==> src/rtl/rmw_pkg.sv <==
package rmw_pkg;

    typedef struct packed {
        logic busy;
        logic done;
    } ctrl_t;

endpackage

==> src/rtl/rmw_rd_issue.sv <==
module rmw_rd_issue #(
    parameter int CNT_W = 16
) (
    input  logic             clk,
    input  logic             rst_n,
    input  logic             clr,
    input  logic             en,
    input  logic [CNT_W-1:0] n,
    input  logic             req_ready,
    output logic             req_valid,
    output logic [CNT_W-1:0] req_idx
);

    typedef struct packed {
        logic [CNT_W-1:0] idx;
    } st_t;

    st_t st_d, st_q;

    always_comb begin
        st_d      = st_q;
        req_valid = en && (st_q.idx < n);
        if (clr) begin
            st_d.idx = '0;
        end else if (req_valid && req_ready) begin
            st_d.idx = st_q.idx + CNT_W'(1);
        end
    end

    always_ff @(posedge clk) begin
        if (!rst_n) st_q <= '0;
        else        st_q <= st_d;
    end

    assign req_idx = st_q.idx;

endmodule

==> src/rtl/rmw_pair_inc.sv <==
module rmw_pair_inc #(
    parameter int DATA_W = 64,
    parameter int CNT_W  = 16
) (
    input  logic              clk,
    input  logic              rst_n,
    input  logic              clr,
    input  logic              en,
    input  logic [CNT_W-1:0]  n,
    input  logic              in_valid,
    input  logic [DATA_W-1:0] in_data,
    input  logic              wa_ready,
    input  logic              wd_ready,
    output logic              in_ready,
    output logic              out_valid,
    output logic [CNT_W-1:0]  out_idx,
    output logic [DATA_W-1:0] out_data,
    output logic [CNT_W-1:0]  rsp_cnt
);

    typedef struct packed {
        logic [CNT_W-1:0] rsp;
        logic [CNT_W-1:0] wrq;
    } st_t;

    st_t st_d, st_q;

    always_comb begin
        st_d      = st_q;
        in_ready  = en && (st_q.rsp < n) && wa_ready && wd_ready;
        out_valid = in_ready && in_valid;
        out_data  = in_data + DATA_W'(1);
        if (clr) begin
            st_d.rsp = '0;
            st_d.wrq = '0;
        end else if (out_valid) begin
            st_d.rsp = st_q.rsp + CNT_W'(1);
            st_d.wrq = st_q.wrq + CNT_W'(1);
        end
    end

    always_ff @(posedge clk) begin
        if (!rst_n) st_q <= '0;
        else        st_q <= st_d;
    end

    assign out_idx = st_q.wrq;
    assign rsp_cnt = st_q.rsp;

endmodule

==> src/rtl/rmw_ack_accum.sv <==
module rmw_ack_accum #(
    parameter int CNT_W  = 16,
    parameter int RESP_W = 8,
    localparam int ACC_W = CNT_W + 1
) (
    input  logic              clk,
    input  logic              rst_n,
    input  logic              clr,
    input  logic              en,
    input  logic              tok_valid,
    input  logic [RESP_W-1:0] tok,
    output logic              tok_ready,
    output logic [ACC_W-1:0]  total
);

    localparam logic [ACC_W:0] SAT = {1'b0, {ACC_W{1'b1}}};

    typedef struct packed {
        logic [ACC_W-1:0] acc;
    } st_t;

    st_t st_d, st_q;
    logic [ACC_W:0] sum;

    always_comb begin
        st_d      = st_q;
        tok_ready = 1'b1;
        sum       = {1'b0, st_q.acc} + (ACC_W+1)'(tok) + (ACC_W+1)'(1);
        if (clr) begin
            st_d.acc = '0;
        end else if (en && tok_valid) begin
            st_d.acc = (sum > SAT) ? SAT[ACC_W-1:0] : sum[ACC_W-1:0];
        end
    end

    always_ff @(posedge clk) begin
        if (!rst_n) st_q <= '0;
        else        st_q <= st_d;
    end

    assign total = st_q.acc;

endmodule

==> src/rtl/rmw_incr_engine.sv <==
module rmw_incr_engine #(
    parameter int DATA_W = 64,
    parameter int ADDR_W = 32,
    parameter int CNT_W  = 16,
    parameter int RESP_W = 8
) (
    input  logic              clk,
    input  logic              rst_n,
    input  logic              start,
    input  logic [CNT_W-1:0]  count,
    output logic              rd_addr_valid,
    input  logic              rd_addr_ready,
    output logic [ADDR_W-1:0] rd_addr,
    input  logic              rd_data_valid,
    output logic              rd_data_ready,
    input  logic [DATA_W-1:0] rd_data,
    output logic              wr_addr_valid,
    input  logic              wr_addr_ready,
    output logic [ADDR_W-1:0] wr_addr,
    output logic              wr_data_valid,
    input  logic              wr_data_ready,
    output logic [DATA_W-1:0] wr_data,
    input  logic              wr_resp_valid,
    output logic              wr_resp_ready,
    input  logic [RESP_W-1:0] wr_resp,
    output logic              busy,
    output logic              done
);

    import rmw_pkg::*;

    localparam int ACC_W = CNT_W + 1;

    ctrl_t            ctrl_d, ctrl_q;
    logic [CNT_W-1:0] n_d, n_q;
    logic             launch, finish, run_en;
    logic [CNT_W-1:0] rd_idx, wr_idx, rsp_cnt;
    logic [ACC_W-1:0] ack_cnt;
    logic             pair_valid;

    assign launch = start && !ctrl_q.busy;
    assign run_en = ctrl_q.busy;

    rmw_rd_issue #(.CNT_W(CNT_W)) u_rd_issue (
        .clk       (clk),
        .rst_n     (rst_n),
        .clr       (launch),
        .en        (run_en),
        .n         (n_q),
        .req_ready (rd_addr_ready),
        .req_valid (rd_addr_valid),
        .req_idx   (rd_idx)
    );

    rmw_pair_inc #(.DATA_W(DATA_W), .CNT_W(CNT_W)) u_pair (
        .clk       (clk),
        .rst_n     (rst_n),
        .clr       (launch),
        .en        (run_en),
        .n         (n_q),
        .in_valid  (rd_data_valid),
        .in_data   (rd_data),
        .wa_ready  (wr_addr_ready),
        .wd_ready  (wr_data_ready),
        .in_ready  (rd_data_ready),
        .out_valid (pair_valid),
        .out_idx   (wr_idx),
        .out_data  (wr_data),
        .rsp_cnt   (rsp_cnt)
    );

    rmw_ack_accum #(.CNT_W(CNT_W), .RESP_W(RESP_W)) u_ack (
        .clk       (clk),
        .rst_n     (rst_n),
        .clr       (launch),
        .en        (run_en),
        .tok_valid (wr_resp_valid),
        .tok       (wr_resp),
        .tok_ready (wr_resp_ready),
        .total     (ack_cnt)
    );

    always_comb begin
        ctrl_d = ctrl_q;
        n_d    = n_q;
        finish = ctrl_q.busy && (rsp_cnt >= n_q) && (ack_cnt >= ACC_W'(n_q));
        if (launch) begin
            ctrl_d.busy = 1'b1;
            ctrl_d.done = 1'b0;
            n_d         = count;
        end else if (finish) begin
            ctrl_d.busy = 1'b0;
            ctrl_d.done = 1'b1;
        end
    end

    always_ff @(posedge clk) begin
        if (!rst_n) begin
            ctrl_q <= '0;
            n_q    <= '0;
        end else begin
            ctrl_q <= ctrl_d;
            n_q    <= n_d;
        end
    end

    assign rd_addr       = ADDR_W'(rd_idx);
    assign wr_addr       = ADDR_W'(wr_idx);
    assign wr_addr_valid = pair_valid;
    assign wr_data_valid = pair_valid;
    assign busy          = ctrl_q.busy;
    assign done          = ctrl_q.done;

endmodule

==> config.mk <==
export PLATFORM = sky130hd
export DESIGN_NAME = rmw_incr_engine
export DESIGN_NICKNAME = d
export VERILOG_FILES = /design/src/rtl/rmw_pkg.sv /design/src/rtl/rmw_rd_issue.sv /design/src/rtl/rmw_pair_inc.sv /design/src/rtl/rmw_ack_accum.sv /design/src/rtl/rmw_incr_engine.sv
export SDC_FILE = /design/constraint.sdc
export NUM_CORES = 1
export LEC_CHECK = 0
export ABC_AREA = 0
export BUFFER_PORTS_ARGS = -buffer_cell sky130_fd_sc_hd__buf_4
export CORE_MARGIN = 2
export CORE_UTILIZATION = 40
export DETAILED_ROUTE_END_ITERATION = 8
export PLACE_DENSITY = 0.66
export SLEW_MARGIN = 20
export SYNTH_ARGS = -nofsm -noshare
export SYNTH_HDL_FRONTEND = slang
export SYNTH_HIERARCHICAL = 1
export SYNTH_SLANG_ARGS = --single-unit
export TNS_END_PERCENT = 20
==> constraint.sdc <==
create_clock -name clk -period 3.5 [get_ports clk]
set_input_delay 1.05 -clock clk [delete_from_list [all_inputs] [get_ports clk]]
set_output_delay 1.05 -clock clk [all_outputs]
set_load 0.1 [all_outputs]
Word level (Yosys, flattened, before mapping)

Index checks and enable logic that the tools add are counted.

Register bits after elaboration: 83
Bits of input ports: 96
Output and inout bits: 135
Word-level logic and storage cells: 35

$add $sub $neg: 6
Order comparisons: 5
Mux-type cells: 3
Bitwise logic cells: 1
Reductions and logical operators: 13

Operators with widths:

| cell                                                  | number |
|---|---|
| adder 64 x 1 -> 64 bit (second input constant)        | 1 |
| adder 16 x 1 -> 16 bit (second input constant)        | 3 |
| < comparator 16 bit                                   | 2 |
| adder 17 x 8 -> 18 bit                                | 1 |
| adder 18 x 1 -> 18 bit (second input constant)        | 1 |
| > comparator 18 x 17 -> 1 bit (second input constant) | 1 |
| >= comparator 17 x 16 -> 1 bit                        | 1 |
| two-way mux 17 bit                                    | 1 |
| >= comparator 16 bit                                  | 1 |
| logical AND 1 bit                                     | 10 |
| two-way mux 2 bit                                     | 2 |
| nonzero test 2 bit                                    | 1 |
| OR reduction 2 bit                                    | 1 |
| zero test 1 bit                                       | 1 |
| NOT 1 bit                                             | 1 |

Logic depth before layout (Yosys ltp)

Gate-level depths: netlist (run 1).

Depth in word-level cells: 5
Gate-level depth with buffers: 10
Gate-level depth less buffers: 9

By module

The synthesis (run 1) kept the hierarchy.

By module, submodules not included:

| module          | times used | cells each | area an instance (µm²) | sequential area each (µm²) |
|---|---|---|---|---|
| rmw_pair_inc    | 1          | 413        | 3076.7                 | 640.6 |
| rmw_incr_engine | 1          | 207        | 1636.6                 | 360.3 |
| rmw_rd_issue    | 1          | 157        | 1268.7                 | 320.3 |
| rmw_ack_accum   | 1          | 131        | 1157.4                 | 340.3 |

Least setup slack after synthesis (run 1)

OpenSTA, ideal clock, no wires.

Kind: in2out
From: input rd_data[20]
To: output wr_data[46]
Arrival time: 3915 ps
Data required time: 2450 ps
Path slack: -1465 ps
Stages: 7
Path buffers: 1
Cells stage by stage: and4_1 and4_1 nand4_1 nor2_1 buf_2 nand3_1 xnor2_1

Word-level cells in the longest chain between the ends: 1

Ends and longest elaborated chain:

| element                | RTL line              | source |
|---|---|---|
| start: declaration     | rmw_incr_engine.sv:16 | `input logic [DATA_W-1:0] rd_data,` |
| adder 64 x 1 -> 64 bit | rmw_pair_inc.sv:32    | `out_data = in_data + DATA_W'(1);` |
| end: declaration       | rmw_incr_engine.sv:22 | `output logic [DATA_W-1:0] wr_data,` |

No other way between the ends.

Worst setup path after layout (run 1)

From: input rd_data[23]
To: output wr_data[41]

The elaborated chain is that of the path after synthesis.

==> metrics.cfg, run 1 <==
[global_route]
grt_usage_pct = 24.4
antenna_found_initial = 0
grt_pass1_vias = 7191
grt_start_max_net_pins = 60
grt-ovfl-total = 0
grt_pass1_wl_um = 36500

[layout]
final_common_cell = buf_4
most-common-layout-cells = buf_4, nand2_1, dfxtp_1
final_nets = 1371
finalInstanceArea_um2 = 11700
drive_above_1_share_pct = 38.6
antenna_cells = 0
syn_to_final_growth_pct = 64.6

[status]
status = finished with violations
violations = negative setup slack

[timing]
fmax_mhz = 258
rsz0062_at_grt = true
fin_worst_skew_ns = 0.0141
worst_slew_pin_slew_ns = 0.694
hold_viol_final = 0
post-route-period-util_pct = 111
worst_slack_ns = -0.383
finalSetupViolCount = 42
hold_ws_ns = 0.446
slew_headroom_pct = 53.7
slew_violations = 0
min_period_ns = 3.88

[yosys]
ys_seq_area_share_pct = 23.3
yosys_most_used_dff = dfxtp_1
ys_types = 66
synthArstFlopShare_pct = 0
synth_cells = 908
synth_seq_cells = 83
synth-edff-count = 0
netlist_area_um2 = 7140
yosysWarnings = 6
syn_avg_cell_area_um2 = 7.86

[place]
dpl.hpwl_um = 17500
dpl_worst_slack_ns = -0.542
io_buffer_count = 197
placedInstanceArea_um2 = 10300
globalplace.congestion = 0.855

[critical_path]
cp_cell_sequence = buf_6, and4_4, and4_4, nand4_1, buf_6, nor2_4, buf_12, buf_12, nand4_1, xnor2_2, buf_12
r2r-end = u_pair/rsp_cnt[9]
critPathBufInv = 5
r2r_start = u_pair/rsp_cnt[7]
path_max_fanout = 5
critPathLaunchType = input port
end_kind = output port
path_class = input port to output port
crit_top_cell = buf_12
cpPeakStageDelay_ns = 0.22
rr_worst_depth = 8
arrival_ns = 2.83
reg2reg_slack_ns = 0.65
required_ns = 2.45
path_delay_family = simple AND/OR/NAND/NOR gates
crit_slowest_cell = and4_4

[floorplan]
start_util_pct = 41.1
io_pins = 231
die_area_um2 = 18900
coreArea_um2 = 17400
die_x_um = 138
die_h_um = 138
row_count = 48

[cts]
cts_tree = yes
htreeDepth = 3
clock_latency_ns = 0.36
numCtsBuffers = 9
clockBufferDepth = 2
cts-root-buf = clkbuf_16
cts.sinks = 83
holdBufCountCts = 0
cts.clk_slew.worst_paths_ns = 0.07

[detailed_routing]
drt_iter0_drc = 324
route.detailed.wl_per_inst_um = 17.1
firstDrtPassIters = 4
drtAntennaViolNets = 0
routed_via_density = 5.39
drt-total-wl_um = 24500
drc = 0
via_count = 7709

[power_and_ir_drop]
peakVddDrop_uv = 221
p_seq_share_pct = 30.0
intPower_mw = 1.96
power.leakage_nw = 4.99
p_sw_share_pct = 40.1
power_frac_comb_pct = 38.4
switching_power_mw = 1.31
clkPwrFrac_pct = 31.7
power_density_nw_per_um2 = 279
p_total_mw = 3.28

[worst_hold_path]
holdCritStartpoint = done
whs_path_depth = 2
holdPathEnd = done
hold_path.class = register to register

[job]
drv_cap = 0

routing by layer:
metal | routed length [um] | global-route usage [%]
met3 | 1420 | 4.01
met2 | 12200 | 43.0
met1 | 10100 | 29.6
met4 | 774 | 9.51
met5 | 0 | 0
per-stage QoR:
step                      std cells  TNS, ns  utilization, %
final                          1430   -10.61            67.7
after global routing           1430   -14.40            67.7
after CTS                      1409    -8.00            66.0
after detailed placement       1388   -16.55            59.2
after global placement         1388   -15.97            59.2
after floorplan                 939   -27.74               -
kinds of logic (layout without fill, tap and decap cells):
| group | count (synthesis) | in the layout | synth area share [%] |
|---|---|---|---|
| simple gates | 351 | 351 | 26.5 |
| compound gates | 193 | 193 | 18.2 |
| buf+inv | 124 | 390 | 8.71 |
| flops | 83 | 83 | 23.3 |
| fa+ha+maj | 75 | 75 | 13.2 |
| xor+xnor | 74 | 74 | 9.08 |
| mux | 6 | 6 | 0.841 |
| other cells | 2 | 33 | 0.105 |
worst max-delay path by stage:
stage,endpoint,cells after the start,startpoint
floorplan,wr_data[6],3,rd_data[2]
global placement,wr_data[63],9,rd_data[42]
detailed placement,wr_data[57],9,rd_data[42]
CTS,wr_data[57],10,rd_data[23]
global route,wr_data[42],12,rd_data[23]
finish,wr_data[41],11,rd_data[23]
power groups by stage:
stage               combinational [mW]  sequential, mW  clock, mW
floorplan                        0.829            1.01          0
global placement                  1.13            1.00          0
detailed placement                1.14            1.00          0
CTS                               1.23           0.983       1.06
global route                      1.32           0.985       1.09
finish                            1.26           0.982       1.04
area by class of cell:
| type | instances | area [um2] |
|---|---|---|
| Clock buffer | 9 | 225 |
| Clock inverter | 7 | 93.8 |
| Fill cell | 1342 | 5610 |
| Inverter | 60 | 229 |
| Multi-Input combinational cell | 732 | 6170 |
| Sequential cell | 83 | 1660 |
| Tap cell | 225 | 282 |
| Timing Repair Buffer | 314 | 3090 |
repair_timing:
item	CTS	global route
gates cloned	1	1
pin swaps	33	24
endpoints found under the setup margin	54	58
setup buffers	4	20
resized for setup	195	27
cell usage after synthesis, types with 15 or more instances:
| cell | n | area (um2) |
|---|---|---|
| xnor2_1 | 59 | 517 |
| clkbuf_1 | 19 | 71.3 |
| nand4_1 | 28 | 175 |
| buf_4 | 35 | 263 |
| xor2_1 | 15 | 131 |
| dfxtp_1 | 83 | 1660 |
| or4_1 | 23 | 173 |
| or3_1 | 19 | 119 |
| nor2_1 | 30 | 113 |
| o21ai_0 | 35 | 175 |
| a21oi_1 | 61 | 305 |
| nand2_1 | 98 | 368 |
| inv_1 | 59 | 221 |
| nand3_1 | 53 | 265 |
| o31ai_1 | 20 | 150 |
| ha_1 | 74 | 926 |
| and3_1 | 34 | 213 |
| a21boi_0 | 16 | 120 |
registers in the layout, indices dropped and copies added (netlist names):
| signal | count |
|---|---|
| u_pair/out_idx | 16 |
| n_q | 16 |
| u_pair/rsp_cnt | 16 |
| u_ack/total | 17 |
| busy | 1 |
| u_rd_issue/req_idx | 16 |
| done | 1 |
tightest hold or removal path: cells and delay by family, from the launching register on:
kind | cells | cell delay, ns
buffers and inverters | 1 | 0.05
DFF | 1 | 0.31
AOI/OAI and AO/OA | 1 | 0.05
Note: power is estimated with default switching activity, not from simulation.
==> run 2: changes to the inputs <==
Settings changed: BUFFER_PORTS_ARGS -buffer_cell sky130_fd_sc_hd__buf_4 to -buffer_cell sky130_fd_sc_hd__clkbuf_2, CORE_UTILIZATION 40 to 52, PLACE_DENSITY 0.66 to 0.8.
Clock period 3.5 ns to 3.9 ns, I/O delays scaled along.
==> run 2 against run 1 <==
  * The flow still finishes with violations (negative setup slack)
  * Utilization is 17 points higher
  * Sequential power is 10% lower
  * Final area is 3.7% lower
  * Power is 9.5% lower
  * Sequential share of layout area is 0.51 points higher
  * Clock skew is 0.0028 ns lower
  * Die area is 22% lower
  * Flip-flop and latch count stayed put
  * Cell count is 5.4% lower
  * Hold slack better by 0.034 ns
  * Non-clock buffer count is 28 lower
  * Register-to-register slack better by 0.30 ns
  * Largest power group unchanged
==> metrics.cfg, run 2 (synthesis gave the netlist of run 1 again) <==
[status]
status = finished with violations
violations = negative setup slack

[floorplan]
start_util_pct = 53.5
coreArea_um2 = 13300
row_count = 42
die_area_um2 = 14700
die_x_um = 121
die_h_um = 121
io_pins = 231

[place]
globalplace.congestion = 0.966
io_buffer_count = 197
dpl.hpwl_um = 18200
dp.cells = 1324

[critical_path]
path_class = input port to output port
cpPeakStageDelay_ns = 0.28
arrival_ns = 3.13
critPathLaunchType = input port
crit_slowest_cell = nor3_1
required_ns = 2.73
rr_worst_depth = 9
end_kind = output port
cp_cell_sequence = clkbuf_16, and4_4, and4_4, nand4_1, buf_6, buf_4, nor3_1, nand3_1, xnor2_4, buf_12
crit_top_cell = and4_4
path_max_fanout = 5

[timing]
finalSetupViolCount = 37
fmax_mhz = 232
fin_worst_skew_ns = 0.0113
post-route-period-util_pct = 110
worst_slew_pin_slew_ns = 0.651
rsz0062_at_grt = true
min_period_ns = 4.30
worst_slack_ns = -0.405
slew_headroom_pct = 56.6
slew_violations = 0
hold_viol_final = 0

[cts]
cts.clk_slew.worst_paths_ns = 0.06
clockBufferDepth = 2
clock_latency_ns = 0.35
holdBufCountCts = 0
htreeDepth = 3
cts_tree = yes
cts-root-buf = clkbuf_16
numCtsBuffers = 9
cts.sinks = 83

[worst_hold_path]
whs_path_depth = 2
hold_path.class = register to register

[detailed_routing]
route.detailed.wl_per_inst_um = 18.6
firstDrtPassIters = 5
drt-total-wl_um = 25100
drtAntennaViolNets = 0
drc = 0
drt_iter0_drc = 488
via_count = 7971
routed_via_density = 5.89

[global_route]
grt_pass1_vias = 7619
grt_start_max_net_pins = 59
antenna_found_initial = 0
grt-ovfl-total = 0
grt_pass1_wl_um = 38700
grt_usage_pct = 32.9

[layout]
final_common_cell = clkbuf_2
fillers = 752
final_nets = 1343
syn_to_final_growth_pct = 58.6
finalNonFillerCells = 1353
drive_above_1_share_pct = 36.1
largest_reg_flops = 17
most-common-layout-cells = clkbuf_2, nand2_1, dfxtp_1
finish.utilization_pct = 84.8
antenna_cells = 0

[power_and_ir_drop]
power.leakage_nw = 4.84
power_density_nw_per_um2 = 262
peakVddDrop_uv = 261
p_total_mw = 2.97

[job]
drv_cap = 0

==> run 2: cell count changes in the layout (fill, tap and decap cells not counted), moves of 3 or more <==
cell / previous run / this run
buf_6: 27 / 7
nand3_4: 10 / 16
nand2_2: 9 / 6
buf_12: 45 / 65
nand2_1: 89 / 92
buf_8: 4 / 0
nand3_2: 11 / 6
and3_4: 9 / 5
and3_1: 23 / 28
clkbuf_2: 0 / 131
buf_4: 236 / 80
==> run 2: critical path: cells and delay by family <==
kind                      cells  cell delay (ns)
and+or+nand+nor               5             1.12
xor gates and xnor gates      1             0.22
buffers and inverters         4             0.62
==> run 2: repair_timing <==
item	4_1_cts	5_1_grt
setup endpoints to repair	44	44
setup buffers	9	4
pin swaps	18	11
resized for setup	57	19
==> run 2: stage by stage <==
step / hold WS [ns] / setup slack, ns / TNS, ns / area [um2]
3_5_place_dp: 0.473 / -0.427 / -9.92 / 10500
4_1_cts: 0.482 / -0.194 / -3.69 / 11200
5_1_grt: 0.513 / -0.438 / -7.62 / 11300
2_1_floorplan: 0.470 / -0.413 / -17.07 / 8230
3_3_place_gp: 0.432 / -0.311 / -6.85 / 10500
6_report: 0.480 / -0.405 / -5.78 / 11300
==> run 2: worst paths after layout <==
kind	start	to	slack, ns
setup / recovery	rd_data[23]	wr_data[60]	-0.40
hold / removal	done	done	0.48
setup reg to reg	n_q[7]	u_pair/out_idx[13]	0.95
hold reg to reg	done	done	0.48
==> run 2: metal layers <==
layer  part of all wire (%)  GRT usage, %
met5                      0             0
met4                    4.4          12.7
met3                    6.8          6.91
met2                     53          60.7
met1                     36          36.8
==> run 2: layout make-up <==
| cell class | instances | area, um2 | area share (%) |
|---|---|---|---|
| flip-flops and latches | 83 | 1660 | 14.7 |
| clock inverters | 7 | 108 | 0.951 |
| well taps | 176 | 220 | 1.95 |
| repair buffers | 286 | 2710 | 24.0 |
| inverters | 60 | 229 | 2.02 |
| clock buffers | 9 | 225 | 1.99 |
| multi-input cells | 732 | 6160 | 54.5 |
==> run 2: report_power, final <==
| part | internal [mW] | total (mW) | switching [mW] |
|---|---|---|---|
| sequential | 0.863 | 0.882 | 0.0187 |
| clock | 0.573 | 0.964 | 0.391 |
| combinational | 0.365 | 1.12 | 0.756 |
| total | 1.80 | 2.97 | 1.17 |
